<file path="src/rtl/offset_cal_engine.sv">
module offset_cal_engine #(
  parameter int CODE_W  = 13,
  parameter int DATA_W  = 12,
  parameter int SPAN    = 4096,
  parameter int REPEATS = 10,
  parameter int RND_THR = 4,
  parameter int UNITS   = 2,
  parameter int ATTENS  = 4,
  localparam int UNIT_W  = (UNITS  > 1) ? $clog2(UNITS)  : 1,
  localparam int ATTEN_W = (ATTENS > 1) ? $clog2(ATTENS) : 1
) (
  input  logic               clk,
  input  logic               rst_n,
  input  logic               cal_req,
  input  logic               cal_force,
  input  logic [UNIT_W-1:0]  cal_unit,
  input  logic [ATTEN_W-1:0] cal_atten,
  output logic [CODE_W-1:0]  conv_code,
  output logic               conv_start,
  input  logic               conv_done,
  input  logic [DATA_W-1:0]  conv_data,
  output logic [UNIT_W-1:0]  conv_unit,
  output logic [ATTEN_W-1:0] conv_atten,
  output logic               busy,
  output logic [CODE_W-1:0]  cal_code,
  output logic               cal_done
);

  localparam int ENTRIES = UNITS * ATTENS;
  localparam int IDX_W   = (ENTRIES > 1) ? $clog2(ENTRIES) : 1;
  localparam int REP_W   = $clog2(REPEATS);
  localparam int SUM_W   = $clog2(SPAN * REPEATS + 1);
  localparam int DIV     = REPEATS - 2;

  typedef enum logic [1:0] {S_IDLE, S_ISSUE, S_WAIT, S_FINISH} state_t;

  state_t             state;
  logic [CODE_W-1:0]  hi, lo, code;
  logic               last;
  logic [REP_W-1:0]   rep;
  logic [SUM_W-1:0]   sum;
  logic [CODE_W-1:0]  mn, mx;
  logic [UNIT_W-1:0]  unit_q;
  logic [ATTEN_W-1:0] atten_q;
  logic [CODE_W-1:0]  store [ENTRIES];

  logic [IDX_W-1:0]   idx_in, idx_q;
  logic               got_zero;
  logic [CODE_W-1:0]  nhi, nlo;
  logic [CODE_W:0]    msum;
  logic [SUM_W-1:0]   trim, quo, rmd;
  logic [CODE_W-1:0]  final_code;

  assign idx_in     = IDX_W'(cal_unit) * IDX_W'(ATTENS) + IDX_W'(cal_atten);
  assign idx_q      = IDX_W'(unit_q) * IDX_W'(ATTENS) + IDX_W'(atten_q);
  assign got_zero   = (conv_data == '0);
  assign nhi        = got_zero ? code : hi;
  assign nlo        = got_zero ? lo : code;
  assign msum       = {1'b0, nhi} + {1'b0, nlo};
  assign trim       = sum - SUM_W'(mn) - SUM_W'(mx);
  assign quo        = trim / SUM_W'(DIV);
  assign rmd        = trim % SUM_W'(DIV);
  assign final_code = CODE_W'(quo) + CODE_W'(rmd >= SUM_W'(RND_THR));

  assign conv_start = (state == S_ISSUE);
  assign busy       = (state != S_IDLE);
  assign conv_code  = code;
  assign conv_unit  = unit_q;
  assign conv_atten = atten_q;

  always_ff @(posedge clk) begin
    if (!rst_n) begin
      state    <= S_IDLE;
      hi       <= '0;
      lo       <= '0;
      code     <= '0;
      last     <= 1'b0;
      rep      <= '0;
      sum      <= '0;
      mn       <= '0;
      mx       <= '0;
      unit_q   <= '0;
      atten_q  <= '0;
      cal_code <= '0;
      cal_done <= 1'b0;
      for (int i = 0; i < ENTRIES; i++) store[i] <= '0;
    end else begin
      cal_done <= 1'b0;
      case (state)
        S_IDLE: begin
          if (cal_req) begin
            if (!cal_force && store[idx_in] != '0) begin
              cal_code <= store[idx_in];
              cal_done <= 1'b1;
            end else begin
              unit_q  <= cal_unit;
              atten_q <= cal_atten;
              rep     <= '0;
              sum     <= '0;
              hi      <= CODE_W'(SPAN);
              lo      <= '0;
              code    <= CODE_W'(SPAN / 2);
              last    <= 1'b0;
              state   <= S_ISSUE;
            end
          end
        end
        S_ISSUE: state <= S_WAIT;
        S_WAIT: begin
          if (conv_done) begin
            if (last) begin
              sum <= sum + SUM_W'(code);
              if (rep == '0 || code < mn) mn <= code;
              if (rep == '0 || code > mx) mx <= code;
              if (rep == REP_W'(REPEATS - 1)) begin
                state <= S_FINISH;
              end else begin
                rep   <= rep + 1'b1;
                hi    <= CODE_W'(SPAN);
                lo    <= '0;
                code  <= CODE_W'(SPAN / 2);
                last  <= 1'b0;
                state <= S_ISSUE;
              end
            end else if (hi - lo > CODE_W'(1)) begin
              hi    <= nhi;
              lo    <= nlo;
              code  <= msum[CODE_W:1];
              state <= S_ISSUE;
            end else begin
              code  <= code + 1'b1;
              last  <= 1'b1;
              state <= S_ISSUE;
            end
          end
        end
        S_FINISH: begin
          cal_code     <= final_code;
          code         <= final_code;
          store[idx_q] <= final_code;
          cal_done     <= 1'b1;
          state        <= S_IDLE;
        end
        default: state <= S_IDLE;
      endcase
    end
  end

  assert_start_pulse_R11: assert property (@(posedge clk) disable iff (!rst_n)
    conv_start |=> !conv_start);

  assert_wait_done_R11: assert property (@(posedge clk) disable iff (!rst_n)
    (state == S_WAIT && !conv_done) |=> !conv_start);

  assert_bounds_order_R2: assert property (@(posedge clk) disable iff (!rst_n)
    (state == S_WAIT) |-> (hi > lo));

  assert_code_range_R3: assert property (@(posedge clk) disable iff (!rst_n)
    conv_start |-> (conv_code <= CODE_W'(SPAN)));

  assert_all_searches_R4: assert property (@(posedge clk) disable iff (!rst_n)
    (state == S_FINISH) |-> (rep == REP_W'(REPEATS - 1)));

  assert_done_idle_R7: assert property (@(posedge clk) disable iff (!rst_n)
    cal_done |-> !busy);

  assert_cfg_hold_R10: assert property (@(posedge clk) disable iff (!rst_n)
    (busy && $past(busy)) |-> ($stable(conv_atten) && $stable(conv_unit)));

endmodule

</file>
<file path="config.mk">
export PLATFORM = sky130hd
export DESIGN_NAME = offset_cal_engine
export DESIGN_NICKNAME = d
export VERILOG_FILES = /design/src/rtl/offset_cal_engine.sv
export SDC_FILE = /design/constraint.sdc
export NUM_CORES = 1
export LEC_CHECK = 0
export BUFFER_PORTS_ARGS = -buffer_cell sky130_fd_sc_hd__buf_2
export CAP_MARGIN = 0
export CORE_AREA = 3 3 122 241
export DETAILED_ROUTE_END_ITERATION = 8
export DIE_AREA = 0 0 125 244
export GPL_ROUTABILITY_DRIVEN = 0
export GPL_TIMING_DRIVEN = 0
export SLEW_MARGIN = 40
export SYNTH_ARGS = -nofsm -noshare
export SYNTH_HDL_FRONTEND = slang
export SYNTH_SLANG_ARGS = --single-unit
</file>
<file path="constraint.sdc">
create_clock -name clk -period 4.7 [get_ports clk]
set_input_delay 0.705 -clock clk [delete_from_list [all_inputs] [get_ports clk]]
set_output_delay 0.705 -clock clk [all_outputs]
set_load 0.1 [all_outputs]
</file>
After elaboration in Yosys (flattened, before gate mapping)
Memory sizes are Yosys's and may differ from the RTL's.
Cells that the tools add are included.
{"block": "word_totals", "register_bits": 105, "mem_bits_rw": 104, "inputBits": 20, "output_inout_bits": 32, "elab_cells": 124, "mem_count": 1}
{"block": "op_classes", "addsub": 10, "magnitude_cmp": 4, "n_eq_ne": 12, "n_mux": 60, "bitwise_logic": 1, "n_reduce_logical": 23}
{"name": "store", "words": 8, "word_bits": 13, "rd": 1, "rd_clocked_by_memory_dff": 0, "write_ports": 8, "line": "45", "rtl": "logic [CODE_W-1:0] store [ENTRIES];"}
{"operator": "$mux W13", "n": 23}
{"operator": "$pmux W13 S2", "n": 3}
{"operator": "$mux W16", "n": 4}
{"operator": "$pmux W13 S3", "n": 1}
{"operator": "$pmux W16 S2", "n": 1}
{"operator": "$sub A16 B13 Y16", "n": 2}
{"operator": "$mux W4", "n": 5}
{"operator": "$add A16 B13 Y16", "n": 1}
{"operator": "$add A13 B13 Y14", "n": 1}
{"operator": "$add A13 B1 Y13", "n": 1}
{"operator": "$add A13 B1 Y13 const B", "n": 1}
{"operator": "$gt A13 B1 Y1 const B", "n": 1}
{"operator": "$gt A13 B13 Y1", "n": 1}
{"operator": "$lt A13 B13 Y1", "n": 1}
{"operator": "$mux W1", "n": 13}
{"operator": "$reduce_bool A13 Y1", "n": 1}
{"operator": "$reduce_or A13 Y1", "n": 1}
{"operator": "$sub A13 B13 Y13", "n": 1}
{"operator": "$logic_not A12 Y1", "n": 1}
{"operator": "$ne A2 B2 Y1 const B", "n": 6}
{"operator": "$reduce_and A4 Y1", "n": 3}
{"operator": "$reduce_and A6 Y1", "n": 2}
{"operator": "$mux W2", "n": 5}
{"operator": "$reduce_and A5 Y1", "n": 2}
{"operator": "other kinds (20)", "n": 29}

Logic depth before layout (Yosys ltp)
{"block": "depth", "ltp_word": 7, "mapped_depth": 17, "mapped_depth_nobuf": 16}

Least setup slack after synthesis
No wires, ideal clock.
{"block": "synth_timing", "path_type": "register -> register", "start": "register mn[4]", "end": "memory store[0][11] (data pin)", "setup_ns": 0.266, "arrival_time_ns": 3.476, "t_required_ns": 4.434, "path_slack_ns": 0.958, "stages_incl_launch_ff": 14, "n_path_buf": 0, "period_less_slack_ns": 3.742, "path_cell_list": "dfxtp_1 -> inv_1 -> fa_1 -> ha_1 -> or2_2 -> a21o_1 -> a2111o_1 -> nand4_1 -> and2_1 -> nand4_1 -> or4_1 -> nand3_1 -> xor2_2 -> nor2_1"}
{"element": "from (decl)", "line": "42", "rtl": "logic [CODE_W-1:0] mn, mx;"}
{"element": "from (signal assigned)", "line": "113", "rtl": "if (rep == '0 || code < mn) mn <= code;"}
{"element": "to (decl)", "line": "45"}

==> flow_summary.ini <==
[run_status]
status = completed

[route]
dr_total_vias = 10700
ant_nets = 0
viasPerCell = 5.91
wirelength_um = 41700
drtIter0Drc = 656
wl_per_cell_um = 23.0
first_pass_iters = 5
drc = 0

[setup_path]
worst_setup_path_start_kind = flop
worstPathRequired_ns = 4.94
path_class = flop to flop
r2r_cells = 14
arrival_ns = 4.66
cp-end-kind = flop
cp_max_fo = 10

[final_layout]
n_antenna_cell = 0
num-nets-final = 1566
area_growth_pct = 10.9
stdcell_area_mm2 = 0.0147
layout-drive-gt1-share = 0.121

[synthesis]
syn-instance-count = 1373
postSynthNetCount = 1494
synth-async-reset-ratio = 0
synth_common_cells = 150 x nor2_1, 110 x nand2_1, 105 x dfxtp_1
synth_area_leaders = edfxtp_1 24%, dfxtp_1 16%, ha_1 8.1%
synth_edf_count = 104
ys.flop_type = dfxtp_1
synthDistinctLibCells = 74
postSynthAreaPerCell_um2 = 9.65
yosysMostFrequentCell = nor2_1
yosys.area.top_type = edfxtp_1
ys_ff_latch = 209
yosysTopAreaCellShare = 0.236
ys_warn_count = 0
synth_area_mm2 = 0.0132
synth-seq-area-share = 0.395

[global_routing]
antenna_found_initial = 0
grtUsageTotal = 0.272
grt_overflow_total = 0
first_global_vias = 11200
grt_pass1_wl_um = 63800
grt_max_degree = 16

[floorplanning]
ios = 52
coreArea_mm2 = 0.0278
die_y_um = 244
rows = 86
die_x_um = 125
initial_core_util = 0.477
fp.dieArea_mm2 = 0.0305

[clock_tree]
cts-htree-levels = 1
clockBufferDepth = 3
postCtsHoldBufs = 0
worstSkewPairLatency_ns = 0.52
cts_tree = done
cts_num_sinks = 209
cts_buffers = 21
root_buffer = clkbuf_16
path_clk_slew_ns = 0.07

[power]
ir_drop_uv = 306
power.leakage_nw = 5.56
p_per_area_mw_per_mm2 = 349
combPwrFrac = 0.267
pwr-share-clk = 0.330
switchingPower_w = 0.00184
seqPwrFrac = 0.403
internal_power_w = 0.00329
sw_frac_of_total = 0.359

[sta]
finalCritPeriodShare = 0.940
report.final.slew_viol_count = 0
fin_skew_ns = 0.0142
timing.fmax_mhz = 226
layout_setup_ws_ns = 0.284
period_minus_slack_ns = 4.42
rsz0062_at_grt = false
final-hold-violation-count = 0
setup_viol = 0
tightest_slew_ns = 0.940
max_slew_margin = 0.373

[placement]
port_buffers = 48
place_ws_ns = -0.205
post_dp_cell_area_mm2 = 0.0140
post-dp-hpwl_um = 33500

[flow_run]
drv_cap = 0

[worst_hold_path]
hold_depth = 2
hold_path_class = flop to flop
## placed cells by master (no fill, tap or decap), types with 21 or more instances in the layout
cell type / n
and3_1: 22
nand4_1: 25
mux4_2: 26
edfxtp_1: 104
nand2_1: 110
a21oi_1: 49
dfxtp_1: 105
a21o_1: 21
ha_1: 86
inv_1: 66
xor2_1: 27
o21ai_0: 47
clkbuf_16: 21
buf_2: 56
nor2b_1: 46
clkbuf_1: 66
mux2i_1: 39
xnor2_1: 23
nor2_1: 150
nand3_1: 62
## final cells by class
class / count / area, µm²
clock buffers: 24 / 537
plain buffers: 81 / 367
clock inverters: 13 / 125
flip-flops and latches: 209 / 5230
repair buffers: 49 / 260
inverters: 66 / 248
well taps: 352 / 440
multi-input cells: 1017 / 7490
fillers: 2627 / 13100
## layer usage
metal	global-route usage	part of all wire	up-vias
li1	-	-	5096
met1	0.250	0.32	5137
met5	0	0	-
met3	0.0256	0.039	133
met4	0.188	0.080	0
met2	0.544	0.56	338
## through the flow
| stage | hold slack, ns | total power (W) | TNS [ns] | utilization | instances |
|---|---|---|---|---|---|
| final | 0.451 | 0.00513 | 0 | 0.529 | 1811 |
| after global routing | 0.475 | 0.00533 | 0 | 0.529 | 1811 |
| after CTS | 0.451 | 0.00515 | 0 | 0.528 | 1810 |
| after detailed placement | 0.442 | 0.00346 | -3.63 | 0.504 | 1773 |
| after global placement | 0.437 | 0.00346 | -3.97 | 0.502 | 1773 |
| after floorplan | 0.431 | 0.00306 | 0 | - | 1373 |
## flip-flops by register name, summed over array words and instances (netlist names)
register    cells
cal_done        1
sum            16
conv_unit       1
conv_code      13
store         104
mn             13
hi             13
cal_code       13
rep             4
mx             13
state           2
conv_atten      2
lo             13
last            1
## timing repair
| action | CTS | global route |
|---|---|---|
| setup endpoints to repair | 8 | 20 |
| pin swaps | 0 | 1 |
| gates resized for setup | 1 | 1 |
| endpoints found under the hold margin | 0 | 0 |
| setup buffers | 0 | 1 |
## power by group through the flow
stage	sequential [W]	combinational [W]	clock, W
global placement	0.00210	0.00135	0
global route	0.00207	0.00147	0.00179
CTS	0.00206	0.00137	0.00172
detailed placement	0.00210	0.00136	0
finish	0.00207	0.00137	0.00169
floorplan	0.00224	0.000818	0
## worst paths after layout
kind | slack, ns | from | to
setup / recovery | 0.28 | mx[4] | store[3][11]
setup reg to reg | 0.28 | mx[4] | store[3][11]
hold reg to reg | 0.45 | lo[3] | lo[3]
hold / removal | 0.45 | lo[3] | lo[3]
## critical path, cell delays in order, from the launching register on
cell and delay (ns):
dfxtp_1 0.36, inv_1 0.09, fa_1 0.46, ha_1 0.35, or2_2 0.33, a21o_1 0.23
and3_1 0.21, o21ai_0 0.33, and4b_1 0.38, nand4_1 0.26, or4_1 0.53, nand3_1 0.23
xor2_4 0.19, buf_12 0.15, nor2_1 0.04
## cells by family (layout without fill, tap and decap cells)
kind of cell,after synthesis,in the layout,synth area share
adder cells (fa/ha/maj),101,101,0.104
flip-flops,209,209,0.395
XOR/XNOR,60,60,0.0402
multiplexers,78,78,0.0847
buffers and inverters,147,233,0.0464
AND/OR/NAND/NOR,500,500,0.187
AO/OA/AOI/OAI,278,278,0.143
Note: power is estimated with default switching activity, not from simulation.
